## config.mk

```make
export PLATFORM = sky130hd
export DESIGN_NAME = lp_wake_ctrl
export DESIGN_NICKNAME = d
export VERILOG_FILES = /design/src/rtl/lpw_pkg.sv /design/src/rtl/lpw_dma_qual.sv /design/src/rtl/lpw_wake_sel.sv /design/src/rtl/lpw_clk_gate.sv /design/src/rtl/lp_wake_ctrl.sv
export SDC_FILE = /design/constraint.sdc
export NUM_CORES = 1
export LEC_CHECK = 0
export BUFFER_PORTS_ARGS = -buffer_cell sky130_fd_sc_hd__buf_2
export CAP_MARGIN = 40
export CORE_AREA = 2 2 39 41
export DETAILED_ROUTE_END_ITERATION = 16
export DIE_AREA = 0 0 41 43
export GPL_TIMING_DRIVEN = 0
export MAX_ROUTING_LAYER = met4
export PLACE_DENSITY = 0.68
export SLEW_MARGIN = 5
export SYNTH_ARGS = -nofsm -noshare
export SYNTH_HDL_FRONTEND = slang
export SYNTH_SLANG_ARGS = --single-unit
```

## constraint.sdc

```tcl
create_clock -name clk -period 1.8 [get_ports clk]
set_clock_uncertainty 0.1 [all_clocks]
set_input_delay 0.36 -clock clk [delete_from_list [all_inputs] [get_ports clk]]
set_output_delay 0.36 -clock clk [all_outputs]
set_load 0.005 [all_outputs]
```

## src/rtl/lpw_pkg.sv

```systemverilog
package lpw_pkg;
   typedef enum logic [1:0] {
      LPW_RUN  = 2'd0,
      LPW_WAIT = 2'd1,
      LPW_DOZE = 2'd2,
      LPW_STOP = 2'd3
   } lpw_mode_e;

   // wake source indices; the reported code is index + 1
   localparam int SRC_WDT  = 0;
   localparam int SRC_DMA  = 1;
   localparam int SRC_UART = 2;
   localparam int SRC_EXT  = 3;
   localparam int NUM_SRC  = 4;

   // clock domain indices
   localparam int DOM_CORE = 0;
   localparam int DOM_SRAM = 1;
   localparam int DOM_WDT  = 2;
   localparam int DOM_DMA  = 3;
   localparam int DOM_UART = 4;
   localparam int NUM_DOM  = 5;
endpackage

```

## src/rtl/lpw_dma_qual.sv

```systemverilog
module lpw_dma_qual #(
   parameter int NUM_ERR = 3
) (
   input  logic               int_en,
   input  logic               done,
   input  logic [NUM_ERR-1:0] err,
   output logic               irq
);
   logic any_err;

   generate
      if (NUM_ERR == 1) begin : g_single
         assign any_err = err[0];
      end else begin : g_multi
         assign any_err = |err;
      end
   endgenerate

   assign irq = int_en & (done | any_err);

   initial begin
      if (NUM_ERR < 1) $error("lpw_dma_qual: NUM_ERR must be at least 1");
   end
endmodule

```

## src/rtl/lpw_wake_sel.sv

```systemverilog
module lpw_wake_sel
   import lpw_pkg::*;
#(
   parameter int                 N_SRC     = NUM_SRC,
   parameter int                 CODE_W    = 3,
   parameter logic [N_SRC-1:0]   LP_MASK   = '1,
   parameter logic [N_SRC-1:0]   STOP_MASK = '0
) (
   input  lpw_mode_e          mode,
   input  logic [N_SRC-1:0]   src,
   output logic               any,
   output logic [CODE_W-1:0]  code
);
   // lowest priority first; later entries override earlier ones
   localparam int PRIO_LO2HI [NUM_SRC] = '{SRC_UART, SRC_DMA, SRC_WDT, SRC_EXT};

   logic [N_SRC-1:0] allow;
   logic [N_SRC-1:0] hit;

   always_comb begin
      unique case (mode)
         LPW_WAIT, LPW_DOZE: allow = LP_MASK;
         LPW_STOP:           allow = STOP_MASK;
         default:            allow = '0;
      endcase
   end

   assign hit = src & allow;
   assign any = |hit;

   always_comb begin
      code = '0;
      for (int k = 0; k < NUM_SRC; k++) begin
         if (hit[PRIO_LO2HI[k]]) code = CODE_W'(PRIO_LO2HI[k] + 1);
      end
   end

   initial begin
      if (N_SRC != NUM_SRC) $error("lpw_wake_sel: N_SRC must match NUM_SRC");
      if ((1 << CODE_W) <= N_SRC) $error("lpw_wake_sel: CODE_W too narrow");
   end
endmodule

```

## src/rtl/lpw_clk_gate.sv

```systemverilog
module lpw_clk_gate
   import lpw_pkg::*;
#(
   parameter int                 N_DOM   = NUM_DOM,
   parameter logic [N_DOM-1:0]   KEEP_LP = 5'b11100
) (
   input  lpw_mode_e         mode,
   input  logic [N_DOM-1:0]  sw_en,
   output logic [N_DOM-1:0]  en
);
   logic run_q;
   logic not_stop;

   assign run_q    = (mode == LPW_RUN);
   assign not_stop = (mode != LPW_STOP);

   for (genvar d = 0; d < N_DOM; d++) begin : g_dom
      if (KEEP_LP[d]) begin : g_keep
         assign en[d] = sw_en[d] & not_stop;
      end else begin : g_runonly
         assign en[d] = sw_en[d] & run_q;
      end
   end
endmodule

```

## src/rtl/lp_wake_ctrl.sv

```systemverilog
module lp_wake_ctrl
   import lpw_pkg::*;
#(
   parameter int                  NUM_DMA_ERR = 3,
   parameter int                  N_DOM       = NUM_DOM,
   parameter int                  SRC_CODE_W  = 3,
   parameter logic [N_DOM-1:0]    DOM_KEEP_LP = 5'b11100,
   parameter logic [NUM_SRC-1:0]  LP_WAKE    = 4'b1111,
   parameter logic [NUM_SRC-1:0]  STOP_WAKE  = 4'b1000
) (
   input  logic                    clk,
   input  logic                    rst_n,
   input  logic                    req_valid,
   input  logic [1:0]              req_mode,
   input  logic [N_DOM-1:0]        periph_en,
   input  logic                    wdt_en,
   input  logic                    wdt_irq,
   input  logic                    dma_int_en,
   input  logic                    dma_done,
   input  logic [NUM_DMA_ERR-1:0]  dma_err,
   input  logic                    uart_irq,
   input  logic                    ext_wake,
   output logic [1:0]              mode_o,
   output logic [N_DOM-1:0]        clk_en,
   output logic                    wake_pulse,
   output logic [SRC_CODE_W-1:0]   wake_src
);
   lpw_mode_e               mode_q, mode_d;
   lpw_mode_e               req_m;
   logic [NUM_SRC-1:0]      raw_src;
   logic [NUM_SRC-1:0]      wake_q;
   logic                    dma_irq;
   logic                    acc_any;
   logic [SRC_CODE_W-1:0]   acc_code;
   logic                    cancel_any;
   logic [SRC_CODE_W-1:0]   cancel_code;
   logic                    in_lp;
   logic                    pulse_q;
   logic [SRC_CODE_W-1:0]   src_q;

   assign req_m = lpw_mode_e'(req_mode);
   assign in_lp = (mode_q != LPW_RUN);

   lpw_dma_qual #(.NUM_ERR(NUM_DMA_ERR)) u_dma (
      .int_en (dma_int_en),
      .done   (dma_done),
      .err    (dma_err),
      .irq    (dma_irq)
   );

   // a source counts only if its domain is enabled by software
   always_comb begin
      raw_src           = '0;
      raw_src[SRC_WDT]  = wdt_irq & wdt_en & periph_en[DOM_WDT];
      raw_src[SRC_DMA]  = dma_irq & periph_en[DOM_DMA];
      raw_src[SRC_UART] = uart_irq & periph_en[DOM_UART];
      raw_src[SRC_EXT]  = ext_wake;
   end

   // wake events are captured only while a low-power mode is active
   always_ff @(posedge clk or negedge rst_n) begin
      if (!rst_n) wake_q <= '0;
      else        wake_q <= in_lp ? raw_src : '0;
   end

   lpw_wake_sel #(
      .N_SRC(NUM_SRC), .CODE_W(SRC_CODE_W),
      .LP_MASK(LP_WAKE), .STOP_MASK(STOP_WAKE)
   ) u_sel_lp (
      .mode (mode_q),
      .src  (wake_q),
      .any  (acc_any),
      .code (acc_code)
   );

   // same qualification against the requested mode decides cancellation
   lpw_wake_sel #(
      .N_SRC(NUM_SRC), .CODE_W(SRC_CODE_W),
      .LP_MASK(LP_WAKE), .STOP_MASK(STOP_WAKE)
   ) u_sel_cancel (
      .mode (req_m),
      .src  (raw_src),
      .any  (cancel_any),
      .code (cancel_code)
   );

   always_comb begin
      mode_d = mode_q;
      if (!in_lp) begin
         if (req_valid && (req_m != LPW_RUN) && !cancel_any) mode_d = req_m;
      end else if (acc_any) begin
         mode_d = LPW_RUN;
      end
   end

   always_ff @(posedge clk or negedge rst_n) begin
      if (!rst_n) begin
         mode_q  <= LPW_RUN;
         pulse_q <= 1'b0;
         src_q   <= '0;
      end else begin
         mode_q  <= mode_d;
         pulse_q <= in_lp & acc_any;
         src_q   <= (in_lp & acc_any) ? acc_code : '0;
      end
   end

   lpw_clk_gate #(.N_DOM(N_DOM), .KEEP_LP(DOM_KEEP_LP)) u_gate (
      .mode  (mode_q),
      .sw_en (periph_en),
      .en    (clk_en)
   );

   assign mode_o     = mode_q;
   assign wake_pulse = pulse_q;
   assign wake_src   = src_q;

   logic unused_ok;
   assign unused_ok = ^cancel_code;

   initial begin
      if (N_DOM != NUM_DOM) $error("lp_wake_ctrl: N_DOM must equal NUM_DOM");
      if (NUM_DMA_ERR < 1) $error("lp_wake_ctrl: need at least one DMA error bit");
      if (SRC_CODE_W < 3) $error("lp_wake_ctrl: SRC_CODE_W must be at least 3");
      if (DOM_KEEP_LP[DOM_CORE] || DOM_KEEP_LP[DOM_SRAM])
         $error("lp_wake_ctrl: core and SRAM must be gated in low power");
      if (STOP_WAKE != (NUM_SRC'(1) << SRC_EXT))
         $error("lp_wake_ctrl: only the external source may end stop");
   end
endmodule

```

== Word-level counts from Yosys, hierarchy flattened ==
Cells that the tools add are included.

* Register bits after elaboration: 10
* Output and inout bits: 11

* Reduce and logical (&&, ||, !) cells: 13
* Mux-type cells: 11
* Equal/unequal tests: 8
* Bitwise logic cells: 14

{| class="wikitable"
|+ Operators with widths
! operator !! count
|-
| $pmux 4 s2 || 2
|-
| $mux 2 || 6
|-
| $and 1x1->1 || 11
|-
| $and 4x4->4 || 2
|-
| $eq 2x2->1 const B || 4
|-
| $reduce_or 4->1 || 2
|-
| $mux 3 || 2
|-
| $reduce_bool 2->1 || 3
|-
| $eq 2x1->1 const B || 2
|-
| $mux 4 || 1
|-
| $ne 2x2->1 const B || 2
|-
| $reduce_or 2->1 || 2
|-
| $reduce_or 3->1 || 1
|-
| $logic_and 1x1->1 || 2
|-
| $logic_not 2->1 || 1
|-
| $reduce_and 2->1 || 1
|-
| $logic_not 1->1 || 1
|-
| $or 1x1->1 || 1
|}

== Longest topological paths before layout ==
* Depth after elaboration: 10
* Depth in mapped cells: 6

== Hierarchy ==
From an unflattened synthesis, not the netlist that was laid out.

* Cell total of the unflattened synthesis: 55
* Area total of the unflattened synthesis: 565.5 sq um

{| class="wikitable"
|+ By module, submodules not included
! module !! cells an instance !! times used !! seq. area each (sq um) !! area an instance (sq um)
|-
| lp_wake_ctrl || 27 || 1 || 250.2 || 359.1
|-
| lpw_wake_sel || 11 || 2 || 0.0 || 78.8
|-
| lpw_clk_gate || 5 || 1 || 0.0 || 37.5
|-
| lpw_dma_qual || 1 || 1 || 0.0 || 11.3
|}

== Worst setup path after synthesis ==
No wires, ideal clock.

* Kind: register -> register
* Start: register mode_q[0] (netlist: mode_o[0])
* End: register mode_q[0] (netlist: mode_o[0])
* Period minus slack after synthesis: 1.491 ns
* Stages on the path, launching flop included: 7
* Arrival time: 1.312 ns
* Buffers on the path: 1
* Setup slack: 0.309 ns
* Cell sequence: dfrtp_1 -> inv_1 -> ha_1 -> clkbuf_1 -> nand4bb_1 -> a21oi_2 -> mux2i_1

* Word-level cells in the longest chain between the ends: 7

{| class="wikitable"
|+ RTL lines
! what !! RTL line !! RTL
|-
| from (decl) || lp_wake_ctrl.sv:28 || <nowiki>lpw_mode_e mode_q, mode_d;</nowiki>
|-
| from (signal assigned) || lp_wake_ctrl.sv:102 || <nowiki>mode_q <= mode_d;</nowiki>
|-
| $eq 2x1->1 / $eq 2x2->1 (equally long branches) || lpw_wake_sel.sv:21 || <nowiki>unique case (mode)</nowiki>
|-
| $reduce_or 2->1 || lpw_wake_sel.sv:21 ||
|-
| $pmux 4 s2 || lpw_wake_sel.sv:21 ||
|-
| $and 4x4->4 || lpw_wake_sel.sv:28 || <nowiki>assign hit = src & allow;</nowiki>
|-
| $reduce_or 4->1 || lpw_wake_sel.sv:29 || <nowiki>assign any = |hit;</nowiki>
|-
| $ne 2x2->1 (no line) || n/a ||
|-
| $reduce_and 2->1 (no line) || n/a ||
|}

Parallel ways exist; a longest one is shown, timed or not.
A chain may end at the register's enable or synchronous reset.

== Final worst setup path ==
* Start: register mode_q[0] (netlist: mode_o[0])
* End: output port clk_en[0]

* Word-level cells in the longest chain between the ends: 2

{| class="wikitable"
|+ RTL lines
! what !! RTL line !! RTL
|-
| $logic_not 2->1 || lpw_clk_gate.sv:14 || <nowiki>assign run_q = (mode == LPW_RUN);</nowiki>
|-
| $and 1x1->1 || lpw_clk_gate.sv:21 || <nowiki>assign en[d] = sw_en[d] & run_q;</nowiki>
|-
| to (decl) || lp_wake_ctrl.sv:24 || <nowiki>output logic [N_DOM-1:0] clk_en,</nowiki>
|}

No other way between the ends.

==> results.md <==
- Initial antenna violation count: 0
- RSZ-0062 raised after global routing: no
- CP required: 1.34 ns
- Synthesis-to-finish area growth: 44.78%
- Area leader, netlist: dfrtp_1
- Dpl ws: 0.1332 ns
- Final Hold Viols: 0
- Relative slew slack: 0.8100
- Yosys reg bits: 10
- Hold slack: 0.2327 ns
- Drt via density: 4.566
- Port Buffers: 29
- Clock sink count: 10
- Fill count: 134
- Worst path bufs/invs: 2
- Die Wd: 41 um
- Sequential element share of the synthesized area: 0.5089
- Crit path from: mode_o[0]
- DP HPWL: 774.6 um
- Ys flop type: dfrtp_1
- H-tree depth: 1
- WP data arrival: 1.21 ns
- Yosys warnings: 0
- Clk_lat worst skew: 0.26 ns
- Final setup violation count: 0
- FFs w/ async S/R, synth: 1.000
- Chip height: 43 um
- Setup Crit Path Kind: reg2out
- FF-to-FF Start: mode_o[0]
- CP Max Fanout: 10
- Final Total Pwr: 0.8894 mW
- P_leak: 0.3916 nW
- Post-synth EDFFs: 0
- Grt ovf: 0
- Post-route cell area: 711.9 um^2
- Maximum vdd drop: 0.4869 mV
- Vias in the first global route: 391
- CP Launch Type: register
- Met2 Use GR: 0.2000
- Most instantiated cells after synthesis: dfrtp_1 (10), nor2_1 (7), inv_1 (6)
- Worst Hold Depth: 2
- Largest net degree at the start of global routing: 11
- Peak Freq: 0.5989 GHz
- ANT nets after route: 0
- Routability Congestion: 0.7013
- Hold_sp: ext_wake
- Pwr/cell area: 1249 nW/um^2
- Hold Crit Class: in2reg
- Finished Layout Cells: 99
- Syn avg cell area: 9.834 um^2
- Initial drt markers: 0
- Crit end category: primary output
- Status: complete, no violations
- Share of layout cells above drive strength 1: 0.4337
- M1 GR Usage: 0.1462
- CTS root buffer: clkbuf_4
- CTS tree: built
- Via total after detailed routing: 452
- Mapped Cells: 50
- IO Pins: 30
- Nets: 106
- Synth area leaders: dfrtp_1 (51%), ha_1 (7.6%), nor2b_1 (6.4%)
- Gr busiest metal: met2
- Cell family with most CP delay: flip-flops
- Critical Path Max Stage Delay: 0.41 ns
- Initial Util: 0.3553
- WL final: 980 um
- Core Area: 1384 um^2
- Cells after DPL: 95
- # DRC: 0
- Total setup buffers inserted after CTS: 0
- CTS Buf Count: 3
- Fin worst setup slack: 0.1304 ns
- Tmin final: 1.670 ns
- Reg2reg path depth: 6
- DR WL/cell: 9.899 um
- Critical path, cell by cell: inv_1, ha_4, and2_1, buf_2
- Worst-Margin Slew: 0.2827 ns
- Max cap viols: 0
- Placed cell area: 656.9 um^2
- TNS Setup: 0 ns
- Maximum clock path buffer count: 2
- N_diodes: 0
- Total GRT Usage: 0.1310
- Pins Over Slew Limit: 0
- Post-Syn Nets: 72
- Levels on crit path: 4
- Final period util: 0.9276
- Post-Syn Area: 491.7 um^2
- GR Util met3: 0.03141
- Site Rows: 14
- Reg clk slew, reported paths: 0.07 ns
- Share of the synthesized area in the top cell type: 0.5089
- Library cells used by synthesis: 17
- DIE AREA: 1763 um^2
- DRT Pass-1 Iters: 1
- First-pass GRT wire length: 1524 um
- Final core utilization: 0.5145
- Count leader, synth: dfrtp_1
- Slowest-stage cell, CP: dfrtp_1
logic make-up after synthesis:
logic type      share of synthesized area
simple gates                       0.2595
flops                              0.5089
buf+inv                           0.05342
compound gates                    0.06107
fa+ha+maj                         0.07634
mux                               0.04071
layout by cell type, fill, tap and decap left out:
| master | netlist | layout |
|---|---|---|
| a211o_1 | 1 | 1 |
| a21oi_1 | 1 | 1 |
| a21oi_2 | 1 | 1 |
| and2_1 | 2 | 2 |
| buf_2 | 0 | 29 |
| clkbuf_4 | 0 | 3 |
| clkbuf_8 | 0 | 1 |
| dfrtp_1 | 10 | 10 |
| dlygate4sd3_1 | 0 | 1 |
| ha_1 | 3 | 2 |
| ha_4 | 0 | 1 |
| inv_1 | 6 | 6 |
| mux2i_1 | 2 | 2 |
| nand2_1 | 5 | 5 |
| nand3_1 | 1 | 1 |
| nand4bb_1 | 1 | 1 |
| nor2_1 | 7 | 7 |
| nor2b_1 | 5 | 5 |
| nor3_1 | 2 | 2 |
| nor4_2 | 1 | 1 |
| o211ai_1 | 1 | 1 |
worst paths after layout:
path	endpoint	slack [ns]
worst max-delay path	clk_en[0]	0.13
worst min-delay path	wake_q[3]	0.23
worst max register to register	mode_o[1]	0.37
worst min register to register	wake_src[1]	0.38
max in group asynchronous	mode_o[1]	1.03
min in group asynchronous	wake_src[0]	0.37
repair_timing:
action                                  in CTS  in global routing
gates resized for setup                      1                  1
hold endpoints to repair                    10                  0
endpoints found under the setup margin       2                  2
hold buffers                                 1                  0
sequential cells by signal, summed over array words and instances, names as in the netlist:
signal	cells
mode_o	2
wake_pulse	1
wake_q	4
wake_src	3
power breakdown:
group | switching, mW | leakage, nW | internal (mW)
logic | 0.184 | 0.236 | 0.185
registers | 0.0349 | 0.135 | 0.283
clock network | 0.0796 | 0.0210 | 0.123
total | 0.298 | 0.392 | 0.591
layout make-up:
type	instances	area [um^2]	share of cell area
Tap cell	16	20.02	0.02812
Sequential cell	10	250.2	0.3515
Inverter	6	22.52	0.03163
Clock buffer	4	36.28	0.05097
Timing Repair Buffer	30	155.1	0.2179
Multi-Input combinational cell	33	227.7	0.3199
per-layer routing:
layer / share of wire / wire [um]
met5: 0 / 0
met1: 0.41 / 397
met3: 0.081 / 79
met4: 0.026 / 25
met2: 0.49 / 478
Note: power is estimated with default switching activity, not from simulation.
